===== src/rtl/regd_bus_xcvr_pkg.sv =====
package regd_bus_xcvr_pkg;
    typedef enum logic [1:0] {
        MODE_ISOLATE = 2'd0,
        MODE_DRIVE_B = 2'd1,
        MODE_DRIVE_A = 2'd2
    } mode_e;
endpackage


===== src/rtl/bxcvr_capture.sv =====
module bxcvr_capture #(
    parameter int W = 8
) (
    input  logic         clk,
    input  logic         rst_n,
    input  logic         strobe,
    input  logic [W-1:0] din,
    output logic [W-1:0] q
);
    logic strobe_q;
    logic load;

    // a new strobe level seen at this edge
    assign load = strobe & ~strobe_q;

    always_ff @(posedge clk) begin
        if (!rst_n) begin
            strobe_q <= 1'b0;
            q        <= '0;
        end else begin
            strobe_q <= strobe;
            if (load) begin
                q <= din;
            end
        end
    end
endmodule


===== src/rtl/bxcvr_mode_fsm.sv =====
module bxcvr_mode_fsm
    import regd_bus_xcvr_pkg::*;
(
    input  logic clk,
    input  logic rst_n,
    input  logic en_n,
    input  logic dir,
    output logic a_oe,
    output logic b_oe
);
    mode_e state_q, state_d;

    always_comb begin
        state_d = state_q;
        unique case (state_q)
            MODE_ISOLATE: begin
                if (!en_n && dir)       state_d = MODE_DRIVE_B;  // GO_B
                else if (!en_n && !dir) state_d = MODE_DRIVE_A;  // GO_A
            end
            MODE_DRIVE_B: begin
                if (en_n || !dir)       state_d = MODE_ISOLATE;  // RELEASE
            end
            MODE_DRIVE_A: begin
                if (en_n || dir)        state_d = MODE_ISOLATE;  // RELEASE
            end
            default:                    state_d = MODE_ISOLATE;
        endcase
    end

    always_ff @(posedge clk) begin
        if (!rst_n) state_q <= MODE_ISOLATE;
        else        state_q <= state_d;
    end

    always_comb begin
        a_oe = 1'b0;
        b_oe = 1'b0;
        unique case (state_q)
            MODE_ISOLATE: ;
            MODE_DRIVE_B: b_oe = 1'b1;
            MODE_DRIVE_A: a_oe = 1'b1;
            default:      ;
        endcase
    end
endmodule


===== src/rtl/bxcvr_outmux.sv =====
module bxcvr_outmux #(
    parameter int W      = 8,
    parameter bit INVERT = 1'b0
) (
    input  logic         oe,
    input  logic         sel_stored,
    input  logic [W-1:0] live,
    input  logic [W-1:0] stored,
    output logic [W-1:0] dout
);
    logic [W-1:0] raw;
    logic [W-1:0] shaped;

    assign raw = sel_stored ? stored : live;

    generate
        if (INVERT) begin : g_inv
            assign shaped = ~raw;
        end else begin : g_pass
            assign shaped = raw;
        end
    endgenerate

    assign dout = oe ? shaped : '0;
endmodule


===== src/rtl/regd_bus_xcvr.sv =====
module regd_bus_xcvr #(
    parameter int W      = 8,
    parameter bit INVERT = 1'b0
) (
    input  logic         clk,
    input  logic         rst_n,
    input  logic         en_n,
    input  logic         dir,
    input  logic         strb_ab,
    input  logic         strb_ba,
    input  logic         sel_ab,
    input  logic         sel_ba,
    input  logic [W-1:0] a_in,
    output logic [W-1:0] a_out,
    output logic         a_oe,
    input  logic [W-1:0] b_in,
    output logic [W-1:0] b_out,
    output logic         b_oe
);
    logic [W-1:0] hold_a;
    logic [W-1:0] hold_b;

    bxcvr_capture #(.W(W)) u_cap_a (
        .clk(clk), .rst_n(rst_n), .strobe(strb_ab), .din(a_in), .q(hold_a)
    );

    bxcvr_capture #(.W(W)) u_cap_b (
        .clk(clk), .rst_n(rst_n), .strobe(strb_ba), .din(b_in), .q(hold_b)
    );

    bxcvr_mode_fsm u_fsm (
        .clk(clk), .rst_n(rst_n), .en_n(en_n), .dir(dir),
        .a_oe(a_oe), .b_oe(b_oe)
    );

    bxcvr_outmux #(.W(W), .INVERT(INVERT)) u_mux_b (
        .oe(b_oe), .sel_stored(sel_ab), .live(a_in), .stored(hold_a), .dout(b_out)
    );

    bxcvr_outmux #(.W(W), .INVERT(INVERT)) u_mux_a (
        .oe(a_oe), .sel_stored(sel_ba), .live(b_in), .stored(hold_b), .dout(a_out)
    );
endmodule


===== config.mk =====
export PLATFORM = sky130hd
export DESIGN_NAME = regd_bus_xcvr
export DESIGN_NICKNAME = d
export VERILOG_FILES = /design/src/rtl/regd_bus_xcvr_pkg.sv /design/src/rtl/bxcvr_capture.sv /design/src/rtl/bxcvr_mode_fsm.sv /design/src/rtl/bxcvr_outmux.sv /design/src/rtl/regd_bus_xcvr.sv
export SDC_FILE = /design/constraint.sdc
export NUM_CORES = 1
export LEC_CHECK = 0
export BUFFER_PORTS_ARGS = -buffer_cell sky130_fd_sc_hd__buf_4
export CORE_MARGIN = 4
export CORE_UTILIZATION = 43
export DETAILED_ROUTE_END_ITERATION = 12
export PLACE_DENSITY_LB_ADDON = 0.12
export SLEW_MARGIN = 20
export SYNTH_ARGS = -nofsm -noshare
export SYNTH_HDL_FRONTEND = slang
export SYNTH_SLANG_ARGS = --single-unit

===== constraint.sdc =====
create_clock -name clk -period 0.8 [get_ports clk]
set_input_delay 0.04 -clock clk [delete_from_list [all_inputs] [get_ports clk]]
set_output_delay 0.04 -clock clk [all_outputs]
set_load 0.02 [all_outputs]

==> run metrics, run 1 <==
Layout Skew 0.00295 ns; Seq cells post-synth 20; clock buffer depth 2; Leak 0.825 nW; Cell Pwr Density 1250 nW/µm²; Root Buffer clkbuf_4; most frequent CP cell buf_6; 1st-iter DRT viols 11; vias 989; CP max-delay cell dfxtp_2; share of layout cells above drive strength 1 45.7%; clk sinks 20; largest net degree at the start of global routing 37; TritonCTS clock tree done; GRT Resource Usage Total 17.4%; post-route antenna net violation count 0; critical path class register to primary output; Max Freq 803 MHz; Placed Area 1520 µm²; switching fraction of total power 27.5%; commonest cells after routing, fill and taps aside mux2i_1, nand2_1, buf_4; residual overflow from global routing 0; Setup violations, final 35; DR pass1 iterations 4; Power, Total 2.30 mW; Seq pwr share 47.5%; final setup margin -0.446 ns; Pint 1.67 mW; worst slew pin tran 0.321 ns; cell row count 17; first-pass GRT wire length 4640 µm; Worst EP required 0.76 ns; largest area contributor in the synthesized netlist dfxtp_1; Clock Power Share 25.6%; design area 1840 µm²; Final GP Congestion 0.679; die area 3360 µm²; worst vdd ir 1.72 mV; Sw Pwr 633 µW; Initial Util 46.7%; hold crit path type primary input to register; antenna fix cells 0; unrepaired setup endpoints after global routing true; crit path launch type register; Slew headroom 78.0%; Fin Hold WS 0.000448 ns; Buffers on Ports 41; crit path max fanout 8; Avg Inst Size Synth 8.94 µm²; endpoint type of the worst setup path primary output; Hold Violations, Final 0; die width 57.9 µm; Synth Warn # 0; CP cell instances buf_6, nand2b_4, buf_12, nor2_4, buf_6; Fillers 129; WP buf/inv 3; # DRC 0; Die Span Y 57.9 µm; Synth area leaders dfxtp_1, mux2i_1, nand2_1, buf_6, nor2_1; syn_nets 144; Tmin final 1.25 ns; max incr delay on CP 0.36 ns; Distinct cells, synth 13; Final Routed Wirelength 2860 µm; largest delay contributor family on the critical path buffers and inverters; fin crit share 156%; Final Max Slew Viols 0; Final nets 200; area grow syn2layout 71.4%; Synth Cell Area 1070 µm²; CTS buffer count 3; vias in the first global route 997; Synth top area share 37.3%; violated checks negative setup slack; post-DP HPWL 1920 µm; Max H-tree Level 1; WL/cell 14.1 µm; Skew-Pair Late Insertion Delay 0.29 ns; Max-Cap Viols 0; post-synthesis sequential area ratio 37.3%; I/O Pins 42; core box area 2300 µm²; Logic pwr share 26.9%; crit path DAT 1.21 ns; vias per cell 4.87; Reg clk slew, reported paths 0.12 ns; status finished with violations; Synth Instances 120; antenna violations before repair 0
==> cells by family after synthesis <==
family / after synthesis / share of synthesized area, %
AND/OR/NAND/NOR: 56 / 23.5
multiplexers: 32 / 29.9
flip-flops: 20 / 37.3
buffers and inverters: 12 / 9.33
==> registers in the layout, summed over array words and instances, names as in the netlist <==
signal	cells
u_cap_b.strobe_q	1
u_cap_b.q	8
u_cap_a.q	8
u_fsm.state_q	2
u_cap_a.strobe_q	1
==> power groups by stage <==
stage          combinational (mW)  sequential (mW)  clock, mW
2_1_floorplan               0.349             1.10          0
3_3_place_gp                0.496             1.11          0
3_5_place_dp                0.517             1.11          0
4_1_cts                     0.602             1.09      0.607
5_1_grt                     0.665             1.10      0.649
6_report                    0.620             1.09      0.590
==> layout make-up <==
class / count / area [µm²] / share of cell area [%]
well taps: 28 / 35.0 / 1.91
inverters: 2 / 10.0 / 0.545
repair buffers: 61 / 629 / 34.2
multi-input cells: 88 / 722 / 39.3
flip-flops and latches: 20 / 405 / 22.1
clock buffers: 4 / 36.3 / 1.97
==> cell usage after synthesis <==
cell and count:
mux2i_1 32, buf_6 6, and2_1 2, buf_2 2, nor4b_1 1, buf_4 2
nor4bb_1 1, nand2b_1 2, nor2_1 16, inv_1 2, dfxtp_1 20, nor2b_4 2
nand2_1 32
==> through the flow <==
stage,util (%),setup WS (ns),instances,TNS [ns]
after floorplan,-,0.00653,120,0
after global placement,66.3,-0.0959,183,-1.54
after detailed placement,66.3,-0.126,183,-2.19
after CTS,78.4,-0.414,201,-8.04
after global routing,80.0,-0.491,203,-9.95
final,80.0,-0.446,203,-8.36
==> metal layers <==
| metal | global-route usage (%) | vias up | part of all wire [%] |
|---|---|---|---|
| met4 | 4.64 | 0 | 1.5 |
| met2 | 30.8 | 23 | 55 |
| met1 | 21.5 | 463 | 39 |
| met3 | 3.34 | 6 | 4.7 |
| met5 | 0 | - | 0 |
| li1 | - | 497 | - |
==> worst paths after layout <==
kind                         start          endpoint  slack, ns  cells after the start
setup / recovery  u_fsm.state_q[1]          a_out[1]      -0.45                      5
hold / removal             a_in[0]      u_cap_a.q[0]     0.0004                      3
setup reg to reg  u_fsm.state_q[1]  u_fsm.state_q[0]      -0.14                      3
hold reg to reg       u_cap_b.q[4]      u_cap_b.q[4]       0.47                      2
==> worst reg2reg max path, cell delays in order, from the launching register on <==
cell,delay (ns)
dfxtp_2,0.35
buf_6,0.12
buf_4,0.13
nor4bb_4,0.26
==> repair_timing <==
item / 4_1_cts / 5_1_grt
pin swaps: 1 / 1
endpoints found under the setup margin: 34 / 36
gates resized for setup: 28 / 3
cloned: 1 / 0
hold buffers: 10 / 2
hold endpoints to repair: 10 / 2
buffers inserted: 3 / 1
(Power assumes the default switching activity.)
==> inputs of run 2 (changes only) <==
GPL_TIMING_DRIVEN = 0   (was default)
==> run 2 against run 1 <==
  * The run still ends with negative setup slack left
  * Highest routed layer unchanged
  * Critical path depth down 1
  * Via count rose by 6.1%
  * Flip-flop and latch count unchanged
==> run metrics, run 2 (synthesis results as in run 1) <==
status finished with violations (unchanged); violated checks negative setup slack (unchanged); worst slew pin tran 0.331 ns (was 0.321 ns); endpoint type of the worst setup path primary output (unchanged); TritonCTS clock tree done (unchanged); vias 1049 (was 989); crit path max fanout 5 (was 8); global-route layer with the greatest usage met2 (unchanged); Root Buffer clkbuf_4 (unchanged); total negative setup slack -8.19 ns (was -8.36 ns); DR pass1 iterations 3 (was 4); Final nets 209 (was 200); Final GP Congestion 0.730 (was 0.679); M2 GR Usage 35.5% (was 30.8%); area grow syn2layout 77.7% (was 71.4%); Hold Violations, Final 0 (unchanged); hold crit path type primary input to register (unchanged); GRT Resource Usage Total 20.0% (was 17.4%); worst vdd ir 1.19 mV (was 1.72 mV); Max Freq 805 MHz (was 803 MHz); antenna fix cells 0 (unchanged); critical path class register to primary output (unchanged); unrepaired setup endpoints after global routing true (unchanged); Tmin final 1.24 ns (was 1.25 ns); CTS buffer count 3 (unchanged); Cell Pwr Density 1230 nW/µm² (was 1250 nW/µm²); WL/cell 14.8 µm (was 14.1 µm); leading registers by flop count u_cap_a.q x8, u_cap_b.q x8, u_fsm.state_q x2 (unchanged); vias in the first global route 1114 (was 997); Initial Util 46.7% (unchanged); Reg clk slew, reported paths 0.11 ns (was 0.12 ns); routing usage on met3 3.79% (was 3.34%); Final Max Slew Viols 0 (unchanged); share of layout cells above drive strength 1 42.4% (was 45.7%); die width 57.9 µm (unchanged); Leak 0.857 nW (was 0.825 nW); Slew headroom 77.3% (was 78.0%); final setup margin -0.442 ns (was -0.446 ns); fin crit share 155% (was 156%); largest net degree at the start of global routing 12 (was 37); first-pass GRT wire length 5180 µm (was 4640 µm); Setup violations, final 34 (was 35); Fin Hold WS 0.0106 ns (was 0.000448 ns); post-DP HPWL 1920 µm (about the same); routing usage on met1 23.3% (was 21.5%); post-route antenna net violation count 0 (unchanged); commonest cells after routing, fill and taps aside mux2i_1, nand2_1, buf_6 (was mux2i_1, nand2_1, buf_4); die area 3360 µm² (unchanged); Final Routed Wirelength 3140 µm (was 2860 µm); Layout Skew 0.00307 ns (was 0.00295 ns); I/O Pins 42 (unchanged); cell row count 17 (unchanged); clk sinks 20 (unchanged); antenna violations before repair 0 (unchanged); Buffers on Ports 38 (was 41); Worst EP required 0.76 ns (about the same); Power, Total 2.34 mW (was 2.30 mW); Max H-tree Level 1 (unchanged); crit path launch type register (unchanged); residual overflow from global routing 0 (unchanged); core box area 2300 µm² (unchanged); Die Span Y 57.9 µm (unchanged); # DRC 0 (unchanged); crit path DAT 1.20 ns (was 1.21 ns); Max-Cap Viols 0 (unchanged); 1st-iter DRT viols 15 (was 11); vias per cell 4.95 (was 4.87); clock buffer depth 2 (unchanged); Skew-Pair Late Insertion Delay 0.31 ns (was 0.29 ns)
==> run 2: cell count changes in the layout (fill, tap and decap cells not counted), moves of 2 or more <==
cell           before  now
buf_4              25   22
buf_12              4    1
buf_6              19   23
buf_8               0    2
dlygate4sd3_1      12   21
==> run 2: critical path, cell delays in order, from the launching register on <==
cell,delay (ns)
dfxtp_2,0.36
nand2b_4,0.17
buf_8,0.15
nor2_4,0.09
buf_6,0.12
==> run 2: area by class of cell <==
type	count	area, µm²
clock buffer	4	36.3
sequential	20	408
tap	28	35.0
multi-input combinational	88	707
fill	139	392
buffer	10	121
timing repair buffer	60	591
inverter	2	7.51
==> run 2: report_power, final <==
part	switching, mW	leakage, nW	internal, mW
Clock	0.321	0.0210	0.278
Sequential	0.0356	0.166	1.06
Combinational	0.291	0.670	0.356
Total	0.648	0.857	1.69
==> run 2: worst paths after layout <==
check / start / end / slack [ns] / cells after the start
min reg2reg: u_fsm.state_q[1] / u_fsm.state_q[0] / 0.46 / 1
max: u_fsm.state_q[0] / a_out[6] / -0.44 / 4
max reg2reg: u_cap_a.strobe_q / u_cap_a.q[1] / -0.05 / 3
min: rst_n / u_cap_a.q[0] / 0.01 / 3
==> run 2: timing repair <==
item                                    CTS  global route
gates resized for setup                  29             2
hold buffers                             20             1
hold endpoints to repair                 18             1
buffers inserted                          0             0
endpoints found under the setup margin   34            34
cloned                                    1             0
==> run 2: stage by stage <==
step           util (%)  std cells  instance area [µm²]  setup WS (ns)
6_report           83.0        212                 1910         -0.442
5_1_grt            83.0        212                 1910         -0.493
4_1_cts            82.2        211                 1890         -0.441
3_5_place_dp       66.4        186                 1530         -0.114
3_3_place_gp       66.4        186                 1530         -0.103
2_1_floorplan         -        120                 1200        0.00653
==> run 2: per-layer routing <==
metal  vias up  share of wire, %
li1        517                 -
met1       499                39
met2        25                55
met3         8               4.1
met4         0               2.3
met5         -                 0
==> inputs of run 3 (changes only) <==
SKIP_CTS_REPAIR_TIMING = 1   (was default)
==> run 3 against run 2 <==
  * The flow finishes with violations (negative hold slack, negative setup slack)
  * Hold slack got worse by 0.027 ns
  * Flip-flop and latch count unchanged
  * Critical path depth unchanged
  * Clock-buffer cell count stayed put
  * Total power shrank 0.55%
  * Design area decreased by 4.3%
  * Sequential power about the same
  * Clock power grew 1%
  * Register-to-register slack got worse by 0.02 ns
  * Setup slack worse by 0.012 ns
  * Critical endpoint is now a_out[2]
==> run metrics, run 3 (synthesis results as in run 1) <==
status finished with violations (unchanged); violated checks negative hold slack, negative setup slack (was negative setup slack); vias per cell 4.96 (was 4.95); Reg clk slew, reported paths 0.12 ns (was 0.11 ns); # DRC 0 (unchanged); leading registers by flop count u_cap_a.q x8, u_cap_b.q x8, u_fsm.state_q x2 (unchanged); worst slew pin tran 0.329 ns (was 0.331 ns); endpoint type of the worst setup path primary output (unchanged); clock buffer depth 2 (unchanged); Slew headroom 77.5% (was 77.3%); Buffers on Ports 38 (unchanged); commonest cells after routing, fill and taps aside buf_4, mux2i_1, nand2_1 (was mux2i_1, nand2_1, buf_6); I/O Pins 42 (unchanged); area grow syn2layout 70.0% (was 77.7%); Max H-tree Level 1 (unchanged); Initial Util 46.7% (unchanged); Hold Violations, Final 4 (was 0); residual overflow from global routing 0 (unchanged); Fin Hold WS -0.0161 ns (was 0.0106 ns); hold crit path type primary input to register (unchanged); unrepaired setup endpoints after global routing true (unchanged); Placement Setup Slack -0.114 ns (unchanged); share of layout cells above drive strength 1 43.1% (was 42.4%); Worst Hold Launch b_in[2] (was rst_n); Final nets 206 (was 209); Tmin final 1.25 ns (was 1.24 ns); DR pass1 iterations 4 (was 3); Root Buffer clkbuf_4 (unchanged); Die Span Y 57.9 µm (unchanged); CTS buffer count 3 (unchanged); Reg2Reg Depth 3 (unchanged); Final Max Slew Viols 0 (unchanged); total negative setup slack -8.70 ns (was -8.19 ns); fin crit share 157% (was 155%); design area 1820 µm² (was 1910 µm²); crit path DAT 1.21 ns (was 1.20 ns); TritonCTS clock tree done (unchanged); WL/cell 14.9 µm (was 14.8 µm); die width 57.9 µm (unchanged); Layout Skew 0.00197 ns (was 0.00307 ns); first-pass GRT wire length 4100 µm (was 5180 µm); cell row count 17 (unchanged); r2r startpoint u_cap_a.strobe_q (unchanged); post-DP HPWL 1920 µm (unchanged); Max-Cap Viols 0 (unchanged); final setup margin -0.454 ns (was -0.442 ns); antenna fix cells 0 (unchanged); Final GP Congestion 0.730 (unchanged); worst vdd ir 1.52 mV (was 1.19 mV); Power, Total 2.32 mW (was 2.34 mW); core box area 2300 µm² (unchanged); 1st-iter DRT viols 28 (was 15); Leak 0.846 nW (was 0.857 nW); critical path class register to primary output (unchanged); Placed Area 1530 µm² (unchanged); commonest non-fill, non-tap cell in the layout buf_4; Worst EP required 0.76 ns (about the same); largest net degree at the start of global routing 12 (unchanged); GRT Resource Usage Total 15.7% (was 20.0%); clk sinks 20 (unchanged); Hold Crit Depth 3 (unchanged); Worst Setup SP u_fsm.state_q[0] (unchanged); Setup violations, final 34 (unchanged); crit path max fanout 4 (was 5); vias in the first global route 909 (was 1114); Final Routed Wirelength 3110 µm (was 3140 µm); post-route antenna net violation count 0 (unchanged); Cell Pwr Density 1270 nW/µm² (was 1230 nW/µm²); die area 3360 µm² (unchanged); vias 1037 (was 1049); crit path launch type register (unchanged); Max Freq 797 MHz (was 805 MHz); antenna violations before repair 0 (unchanged); Skew-Pair Late Insertion Delay 0.31 ns (about the same); Post-Route Utilization 79.4% (was 83.0%)
## run 3: cell count changes in the layout (fill, tap and decap cells not counted), sizes merged
cell,before,now
clkbuf,4,6
dlygate4sd3,21,17
buf,49,48
## run 3: power breakdown
part,internal (mW),switching (mW)
registers,1.06,0.0365
logic,0.339,0.286
clock network,0.278,0.327
## run 3: layer usage
layer	part of all wire [%]	vias up	track usage, %
met1	41	492	19.4
met5	0	-	0
met4	1.8	0	7.62
met2	52	27	26.0
li1	-	512	-
met3	4.2	6	3.34
## run 3: path summary, 6_finish.rpt
path	endpoint	slack, ns
max	a_out[2]	-0.45
min	u_cap_b.q[2]	-0.02
max reg2reg	u_cap_a.q[1]	-0.07
min reg2reg	u_cap_b.q[4]	0.47
## run 3: layout make-up
| cell class | instances | area (µm²) |
|---|---|---|
| Buffer | 10 | 126 |
| Clock buffer | 4 | 36.3 |
| Fill cell | 150 | 474 |
| Inverter | 2 | 7.51 |
| Multi-Input combinational cell | 88 | 707 |
| Sequential cell | 20 | 405 |
| Tap cell | 28 | 35.0 |
| Timing Repair Buffer | 57 | 505 |
## run 3: critical path, stage by stage, from the launching register on
cell,delay [ns]
dfxtp_2,0.36
nand2b_4,0.17
clkbuf_16,0.17
nor2_4,0.07
buf_4,0.14
## run 3: through the flow
stage	hold WS [ns]	instances
after global routing	-0.0218	209
final	-0.0161	209
after detailed placement	0.215	186
after CTS	-0.122	190
after floorplan	0.117	120
after global placement	0.207	186
